===== src/rtl/dabc_pkg.sv =====
package dabc_pkg;
    localparam int ADDR_W = 32;
    localparam int PID_W  = 7;
    localparam int MOE_W  = 3;
    localparam int SEL_W  = 3;
    localparam int NUM_CMP = 2;

    localparam logic [SEL_W-1:0] SEL_PID  = 3'd0;
    localparam logic [SEL_W-1:0] SEL_CFG  = 3'd1;
    localparam logic [SEL_W-1:0] SEL_BP0  = 3'd2;
    localparam logic [SEL_W-1:0] SEL_BP1  = 3'd3;
    localparam logic [SEL_W-1:0] SEL_CTRL = 3'd4;
    localparam logic [SEL_W-1:0] SEL_DBG  = 3'd5;

    localparam logic [MOE_W-1:0] MOE_DATA_BP = 3'b010;

    typedef enum logic [1:0] {
        EN_OFF   = 2'd0,
        EN_STORE = 2'd1,
        EN_ANY   = 2'd2,
        EN_LOAD  = 2'd3
    } cmp_en_e;

    typedef struct packed {
        logic    mask_mode;
        cmp_en_e en1;
        cmp_en_e en0;
    } bp_ctrl_t;
endpackage


===== src/rtl/dabc_regs.sv =====
module dabc_regs
    import dabc_pkg::*;
(
    input  logic              clk_i,
    input  logic              rst_ni,
    input  logic              wr_en_i,
    input  logic [SEL_W-1:0]  wr_sel_i,
    input  logic [ADDR_W-1:0] wr_data_i,
    output logic [PID_W-1:0]  pid_o,
    output logic              align_en_o,
    output logic [ADDR_W-1:0] bp0_o,
    output logic [ADDR_W-1:0] bp1_o,
    output bp_ctrl_t          ctrl_o
);
    typedef struct packed {
        logic [PID_W-1:0]  pid;
        logic              align_en;
        logic [ADDR_W-1:0] bp0;
        logic [ADDR_W-1:0] bp1;
        bp_ctrl_t          ctrl;
    } regs_t;

    regs_t regs_d, regs_q;

    always_comb begin
        regs_d = regs_q;
        if (wr_en_i) begin
            unique case (wr_sel_i)
                SEL_PID:  regs_d.pid      = wr_data_i[ADDR_W-1 -: PID_W];
                SEL_CFG:  regs_d.align_en = wr_data_i[0];
                SEL_BP0:  regs_d.bp0      = wr_data_i;
                SEL_BP1:  regs_d.bp1      = wr_data_i;
                SEL_CTRL: regs_d.ctrl     = '{mask_mode: wr_data_i[8],
                                              en1: cmp_en_e'(wr_data_i[3:2]),
                                              en0: cmp_en_e'(wr_data_i[1:0])};
                default:  ;
            endcase
        end
    end

    always_ff @(posedge clk_i or negedge rst_ni) begin
        if (!rst_ni) regs_q <= '0;
        else         regs_q <= regs_d;
    end

    assign pid_o      = regs_q.pid;
    assign align_en_o = regs_q.align_en;
    assign bp0_o      = regs_q.bp0;
    assign bp1_o      = regs_q.bp1;
    assign ctrl_o     = regs_q.ctrl;

    // unselected state holds when no write is presented
    a_r10_regs_hold: assert property (@(posedge clk_i) disable iff (!rst_ni)
        !wr_en_i |=> $stable(regs_q));
endmodule


===== src/rtl/dabc_xlate.sv =====
module dabc_xlate
    import dabc_pkg::*;
(
    input  logic [ADDR_W-1:0] addr_i,
    input  logic [PID_W-1:0]  pid_i,
    output logic [ADDR_W-1:0] addr_o
);
    localparam int LOW_W = ADDR_W - PID_W;

    logic relocate;

    always_comb begin
        relocate = (pid_i != '0) && (addr_i[ADDR_W-1 -: PID_W] == '0);
        addr_o   = relocate ? {pid_i, addr_i[LOW_W-1:0]} : addr_i;
    end

    // the offset within the region is never altered
    always_comb begin
        a_r2_low_bits_kept: assert (addr_o[LOW_W-1:0] == addr_i[LOW_W-1:0]);
    end
endmodule


===== src/rtl/dabc_match.sv =====
module dabc_match
    import dabc_pkg::*;
(
    input  logic [ADDR_W-1:0] addr_i,
    input  logic              store_i,
    input  logic [ADDR_W-1:0] bp0_i,
    input  logic [ADDR_W-1:0] bp1_i,
    input  bp_ctrl_t          ctrl_i,
    output logic [NUM_CMP-1:0] hit_o
);
    logic [ADDR_W-1:0] bp_word [NUM_CMP];
    cmp_en_e           bp_en   [NUM_CMP];

    assign bp_word[0] = bp0_i;
    assign bp_word[1] = bp1_i;
    assign bp_en[0]   = ctrl_i.en0;
    assign bp_en[1]   = ctrl_i.en1;

    for (genvar k = 0; k < NUM_CMP; k++) begin : g_cmp
        logic type_ok;
        logic addr_eq;
        always_comb begin
            type_ok = (bp_en[k] != EN_OFF) &&
                      (store_i ? (bp_en[k] != EN_LOAD) : (bp_en[k] != EN_STORE));
            if (ctrl_i.mask_mode) begin
                if (k == 0) addr_eq = ((addr_i ^ bp0_i) & ~bp1_i) == '0;
                else        addr_eq = 1'b0;
            end else begin
                addr_eq = addr_i[ADDR_W-1:2] == bp_word[k][ADDR_W-1:2];
            end
            hit_o[k] = type_ok && addr_eq;
        end
    end

    // a disabled comparator never reports a hit
    always_comb begin
        a_r5_off_no_hit: assert (!(ctrl_i.en0 == EN_OFF && hit_o[0]));
    end
endmodule


===== src/rtl/dabc_top.sv =====
module dabc_top
    import dabc_pkg::*;
(
    input  logic              clk_i,
    input  logic              rst_ni,
    input  logic              acc_valid_i,
    input  logic [31:0]       acc_addr_i,
    input  logic              acc_store_i,
    input  logic              wr_en_i,
    input  logic [2:0]        wr_sel_i,
    input  logic [31:0]       wr_data_i,
    output logic [31:0]       phys_addr_o,
    output logic              abort_o,
    output logic              bkpt_o,
    output logic [31:0]       dbg_status_o
);
    localparam int MOE_LSB = 2;

    logic [PID_W-1:0]   pid;
    logic               align_en;
    logic [ADDR_W-1:0]  bp0, bp1;
    bp_ctrl_t           ctrl;
    logic [NUM_CMP-1:0] hit;

    typedef struct packed {
        logic             abort;
        logic             bkpt;
        logic             dbg_en;
        logic [MOE_W-1:0] moe;
    } state_t;

    state_t st_d, st_q;
    logic   pending;
    logic   bp_fire;
    logic   dbg_wr;

    dabc_regs u_regs (
        .clk_i, .rst_ni, .wr_en_i, .wr_sel_i, .wr_data_i,
        .pid_o(pid), .align_en_o(align_en), .bp0_o(bp0), .bp1_o(bp1), .ctrl_o(ctrl)
    );

    dabc_xlate u_xlate (.addr_i(acc_addr_i), .pid_i(pid), .addr_o(phys_addr_o));

    dabc_match u_match (
        .addr_i(phys_addr_o), .store_i(acc_store_i),
        .bp0_i(bp0), .bp1_i(bp1), .ctrl_i(ctrl), .hit_o(hit)
    );

    always_comb begin
        st_d     = st_q;
        pending  = st_q.dbg_en && (st_q.moe != '0);
        bp_fire  = acc_valid_i && !pending && (hit != '0);
        dbg_wr   = wr_en_i && (wr_sel_i == SEL_DBG);
        st_d.abort = acc_valid_i && align_en && (phys_addr_o[1:0] != 2'b00);
        st_d.bkpt  = bp_fire;
        if (dbg_wr) begin
            st_d.dbg_en = wr_data_i[31];
            st_d.moe    = wr_data_i[MOE_LSB +: MOE_W];
        end else if (bp_fire && st_q.dbg_en) begin
            st_d.moe = MOE_DATA_BP;
        end
    end

    always_ff @(posedge clk_i or negedge rst_ni) begin
        if (!rst_ni) st_q <= '0;
        else         st_q <= st_d;
    end

    assign abort_o      = st_q.abort;
    assign bkpt_o       = st_q.bkpt;
    assign dbg_status_o = {st_q.dbg_en, {(31-MOE_LSB-MOE_W){1'b0}}, st_q.moe, {MOE_LSB{1'b0}}};

    a_r4_abort_after_access: assert property (@(posedge clk_i) disable iff (!rst_ni)
        abort_o |-> $past(acc_valid_i));
    a_r6_bkpt_after_access: assert property (@(posedge clk_i) disable iff (!rst_ni)
        bkpt_o |-> $past(acc_valid_i));
    a_r9_pending_blocks: assert property (@(posedge clk_i) disable iff (!rst_ni)
        (st_q.dbg_en && st_q.moe != '0) |=> !bkpt_o);
    a_r9_moe_sticky: assert property (@(posedge clk_i) disable iff (!rst_ni)
        (st_q.dbg_en && st_q.moe != '0 && !dbg_wr) |=> $stable(st_q.moe));
endmodule


===== config.mk =====
export PLATFORM = sky130hd
export DESIGN_NAME = dabc_top
export DESIGN_NICKNAME = d
export VERILOG_FILES = /design/src/rtl/dabc_pkg.sv /design/src/rtl/dabc_regs.sv /design/src/rtl/dabc_xlate.sv /design/src/rtl/dabc_match.sv /design/src/rtl/dabc_top.sv
export SDC_FILE = /design/constraint.sdc
export NUM_CORES = 1
export LEC_CHECK = 0
export ABC_AREA = 1
export BUFFER_PORTS_ARGS = -buffer_cell sky130_fd_sc_hd__buf_2
export CAP_MARGIN = 20
export CORE_MARGIN = 1.5
export CORE_UTILIZATION = 48
export DETAILED_ROUTE_END_ITERATION = 16
export PLACE_DENSITY = 0.84
export SLEW_MARGIN = 20
export SYNTH_ARGS = -nofsm -noshare
export SYNTH_HDL_FRONTEND = slang
export SYNTH_SLANG_ARGS = --single-unit

===== constraint.sdc =====
create_clock -name clk_i -period 1.95 [get_ports clk_i]
set_input_delay 0.585 -clock clk_i [delete_from_list [all_inputs] [get_ports clk_i]]
set_output_delay 0.585 -clock clk_i [all_outputs]
set_load 0.05 [all_outputs]

==> run_summary.xml <==
<?xml version="1.0" encoding="UTF-8"?>
<metrics>
  <group name="clock_network">
    <metric name="tritoncts" unit="">yes</metric>
    <metric name="cts.root.buffer_cell" unit="">clkbuf_8</metric>
    <metric name="cts_max_level" unit="">3</metric>
    <metric name="tritoncts.num_buffers" unit="">9</metric>
    <metric name="clock_sinks" unit="">83</metric>
    <metric name="clk_pin_slew" unit="ns">0.09</metric>
    <metric name="cts.hold.buffers_added" unit="">0</metric>
    <metric name="insertion_delay" unit="ns">0.37</metric>
    <metric name="worst_case_clock_buffer_depth" unit="">2</metric>
  </group>
  <group name="sta">
    <metric name="worst_slew_pin_slew" unit="ns">0.582</metric>
    <metric name="finalSetupViolations" unit="">11</metric>
    <metric name="clock_skew" unit="ns">0.0115</metric>
    <metric name="highest_clock_rate" unit="MHz">437</metric>
    <metric name="period_minus_slack" unit="ns">2.29</metric>
    <metric name="rsz0062_at_grt" unit="">true</metric>
    <metric name="hold_viol_final" unit="">0</metric>
    <metric name="finalSetupTns" unit="ns">-3.04</metric>
    <metric name="drv_slew" unit="">0</metric>
    <metric name="postLayoutSetupSlackWorst" unit="ns">-0.336</metric>
    <metric name="relSlewSlack" unit="">0.611</metric>
    <metric name="min_period_over_period" unit="">1.17</metric>
  </group>
  <group name="synth">
    <metric name="yosysTopAreaCell" unit="">dfrtp_1</metric>
    <metric name="avgSynthCellArea" unit="um^2">7.02</metric>
    <metric name="yosysSeqAreaShare" unit="">0.401</metric>
    <metric name="synth_adder_area_share" unit="">0</metric>
    <metric name="synth_compound_area_frac" unit="">0.104</metric>
    <metric name="synth-seq-cells" unit="">83</metric>
    <metric name="synth.top_cells.by_area" unit="">dfrtp_1 40%, nand2_1 16%, inv_1 8.4%</metric>
    <metric name="syn_inst" unit="">739</metric>
    <metric name="synthMostInstantiatedCell" unit="">nand2_1</metric>
    <metric name="async_flop_share" unit="">1.00</metric>
    <metric name="ys_top_cells_by_count" unit="">225 x nand2_1, 116 x inv_1, 83 x dfrtp_1, 82 x o21ai_0, 53 x buf_4</metric>
    <metric name="ys.flop_type" unit="">dfrtp_1</metric>
    <metric name="synth.lib_cells_used.distinct" unit="">32</metric>
    <metric name="synthXorXnorAreaFrac" unit="">0.0304</metric>
    <metric name="main_combinational_cell_family_by_area_after_synthesis" unit="">simple AND/OR/NAND/NOR gates</metric>
    <metric name="synthesis.area" unit="um^2">5180</metric>
    <metric name="synth_warnings" unit="">0</metric>
    <metric name="simple_gate_area_share_of_the_yosys_netlist" unit="">0.284</metric>
    <metric name="synth.area.mux_share" unit="">0</metric>
    <metric name="synth_top_area_frac" unit="">0.401</metric>
    <metric name="synth-edff-count" unit="">0</metric>
  </group>
  <group name="job">
    <metric name="cap_viol_max_count" unit="">0</metric>
  </group>
  <group name="power_and_ir_drop">
    <metric name="fin_total_pwr" unit="mW">5.51</metric>
    <metric name="power_density" unit="nW/um^2">828</metric>
    <metric name="vdd_drop_max" unit="uV">414</metric>
    <metric name="leakagePower" unit="nW">3.66</metric>
  </group>
  <group name="floorplan">
    <metric name="top_level_ports" unit="">138</metric>
    <metric name="die_width" unit="um">107</metric>
    <metric name="initial_core_util" unit="">0.498</metric>
    <metric name="core-area" unit="um^2">10400</metric>
    <metric name="dieHeight" unit="um">107</metric>
    <metric name="dieArea" unit="um^2">11400</metric>
    <metric name="rows" unit="">37</metric>
  </group>
  <group name="global_route">
    <metric name="gr-usage-all-layers" unit="">0.252</metric>
    <metric name="first_global_vias" unit="">4808</metric>
    <metric name="grt_max_degree" unit="">84</metric>
    <metric name="grt_first_pass_wirelength" unit="mm">22.3</metric>
    <metric name="sum_of_overflow_across_all_layers_after_global_routing" unit="">0</metric>
    <metric name="number_of_antenna_violations_at_the_first_check_in_global_routing" unit="">0</metric>
  </group>
  <group name="worst_setup_path">
    <metric name="max_stage_delay" unit="ns">0.42</metric>
    <metric name="crit_path_top_delay_cell" unit="">dfrtp_1</metric>
    <metric name="required" unit="ns">2.20</metric>
    <metric name="arrival" unit="ns">2.54</metric>
    <metric name="cp_max_fo" unit="">5</metric>
    <metric name="timing.critical_path.mode_cell" unit="">nand2_1</metric>
    <metric name="worstPathCellList" unit="">inv_2, nand2_2, nor2_4, nand2_4, buf_12, nand3_4, nand2_4, buf_4, nand2_1, o21ai_2, nand3b_1, nor2_1, nand2_1, nand2_2, nand3_4, nand3_2, nand2_1</metric>
    <metric name="critical_path.endpoint_type" unit="">flop</metric>
    <metric name="timing_worst_setup_path_type" unit="">reg2reg</metric>
    <metric name="worstSetupStartpointType" unit="">flop</metric>
  </group>
  <group name="placed_design">
    <metric name="dpl.cell_count" unit="">993</metric>
    <metric name="place_congestion" unit="">0.909</metric>
    <metric name="io_buf_count" unit="">109</metric>
    <metric name="dpl.hpwl" unit="mm">9.63</metric>
    <metric name="post-place-ws" unit="ns">-0.375</metric>
    <metric name="placed_area" unit="um^2">6050</metric>
  </group>
  <group name="finish">
    <metric name="fillerInstances" unit="">857</metric>
    <metric name="stdcell_area" unit="um^2">6660</metric>
    <metric name="final_layout_size_suffix_gt1_frac" unit="">0.285</metric>
    <metric name="finalNetCount" unit="">959</metric>
    <metric name="final_cell_count_no_fill" unit="">1027</metric>
    <metric name="layout-area-overhead-vs-synth" unit="%">28.4</metric>
    <metric name="num_antenna_cells" unit="">0</metric>
  </group>
  <group name="drt">
    <metric name="totalWireLength" unit="mm">14.4</metric>
    <metric name="first_iter_violations" unit="">381</metric>
    <metric name="vias" unit="">5071</metric>
    <metric name="route.detailed.drc" unit="">0</metric>
    <metric name="post_drt_wl_per_cell" unit="um">14.1</metric>
    <metric name="drt_pre_antenna_iters" unit="">5</metric>
    <metric name="count_of_antenna_violating_nets_left_after_detailed_routing" unit="">0</metric>
    <metric name="vias_per_cell" unit="">4.94</metric>
  </group>
  <group name="run_status">
    <metric name="violations" unit="">setup timing</metric>
    <metric name="status" unit="">finished with violations</metric>
  </group>
  <group name="hold_path">
    <metric name="worst_hold_path_type" unit="">in2async</metric>
  </group>
</metrics>
==> per-stage QoR <==
step                utilization  hold WS, ns
CTS                       0.628        0.267
finish                    0.639        0.229
global route              0.639        0.266
floorplan                     -        0.289
detailed placement        0.581        0.482
global placement          0.581        0.466
==> repair_timing <==
action | in CTS | in global routing
gates cloned | 0 | 0
endpoints found under the setup margin | 10 | 11
pin swaps | 22 | 23
gates resized for setup | 53 | 17
setup buffers | 14 | 6
==> layout make-up <==
cell class / instances / area (um^2) / area share
sequential: 83 / 2080 / 0.312
inverter: 123 / 479 / 0.0720
multi-input combinational: 492 / 2530 / 0.381
clock inverter: 4 / 51.3 / 0.00771
tap: 136 / 170 / 0.0256
clock buffer: 11 / 131 / 0.0197
timing repair buffer: 178 / 1210 / 0.182
==> final timing paths <==
check | cells after the start | to | startpoint | slack (ns)
hold reg to reg | 2 | u_regs.ctrl_o[0] | u_regs.ctrl_o[0] | 0.50
hold / removal | 2 | u_regs.bp1_o[28] | rst_ni | 0.23
setup / recovery | 17 | dbg_status_o[3] | u_regs.pid_o[5] | -0.34
min in group clk_i | 3 | dbg_status_o[2] | wr_data_i[2] | 0.46
setup reg to reg | 17 | dbg_status_o[3] | u_regs.pid_o[5] | -0.34
max in group asynchronous | 2 | u_regs.bp0_o[18] | rst_ni | 1.37
==> layout by cell type (no fill, tap or decap), drive strengths merged, types with 4 or more instances in the layout <==
cell type,instances
nor2,54
conb,28
nand3b,7
a21oi,4
xor2,8
dfrtp,83
nand3,41
buf,178
xnor2,10
clkbuf,11
inv,121
o21ai,85
o22ai,9
nand2,235
==> registers in the layout (all words and copies together), names as in the netlist <==
register           flops
u_regs.ctrl_o          5
u_regs.bp1_o          32
u_regs.pid_o           7
u_regs.bp0_o          32
u_regs.align_en_o      1
abort_o                1
bkpt_o                 1
dbg_status_o           4
==> worst max-delay path: cells and delay by family (launching register included) <==
kind	cells	cell delay [ns]
flip-flops	1	0.42
AND/OR/NAND/NOR	13	1.33
buffers and inverters	3	0.37
AO/OA/AOI/OAI	1	0.07
==> power by group <==
part / internal (mW) / switching, mW / leakage, nW / total [mW]
clock network: 0.589 / 0.640 / 0.0898 / 1.23
logic: 0.723 / 1.22 / 2.53 / 1.94
registers: 2.04 / 0.299 / 1.04 / 2.34
total: 3.36 / 2.16 / 3.66 / 5.51
==> routing by layer <==
metal	GRT usage	routed length, um	share of wire
met1	0.326	6020	0.42
met3	0.0492	914	0.063
met5	0	0	0
met2	0.405	6890	0.48
met4	0.119	622	0.043
==> kinds of logic (layout without fill, tap and decap cells) <==
logic type	after synthesis	after routing
AOI/OAI and AO/OA	102	102
xor gates and xnor gates	18	18
buffers and inverters	191	316
DFF	83	83
other	1	28
and+or+nand+nor	344	344
No activity file was read; power rests on OpenSTA's default activity.
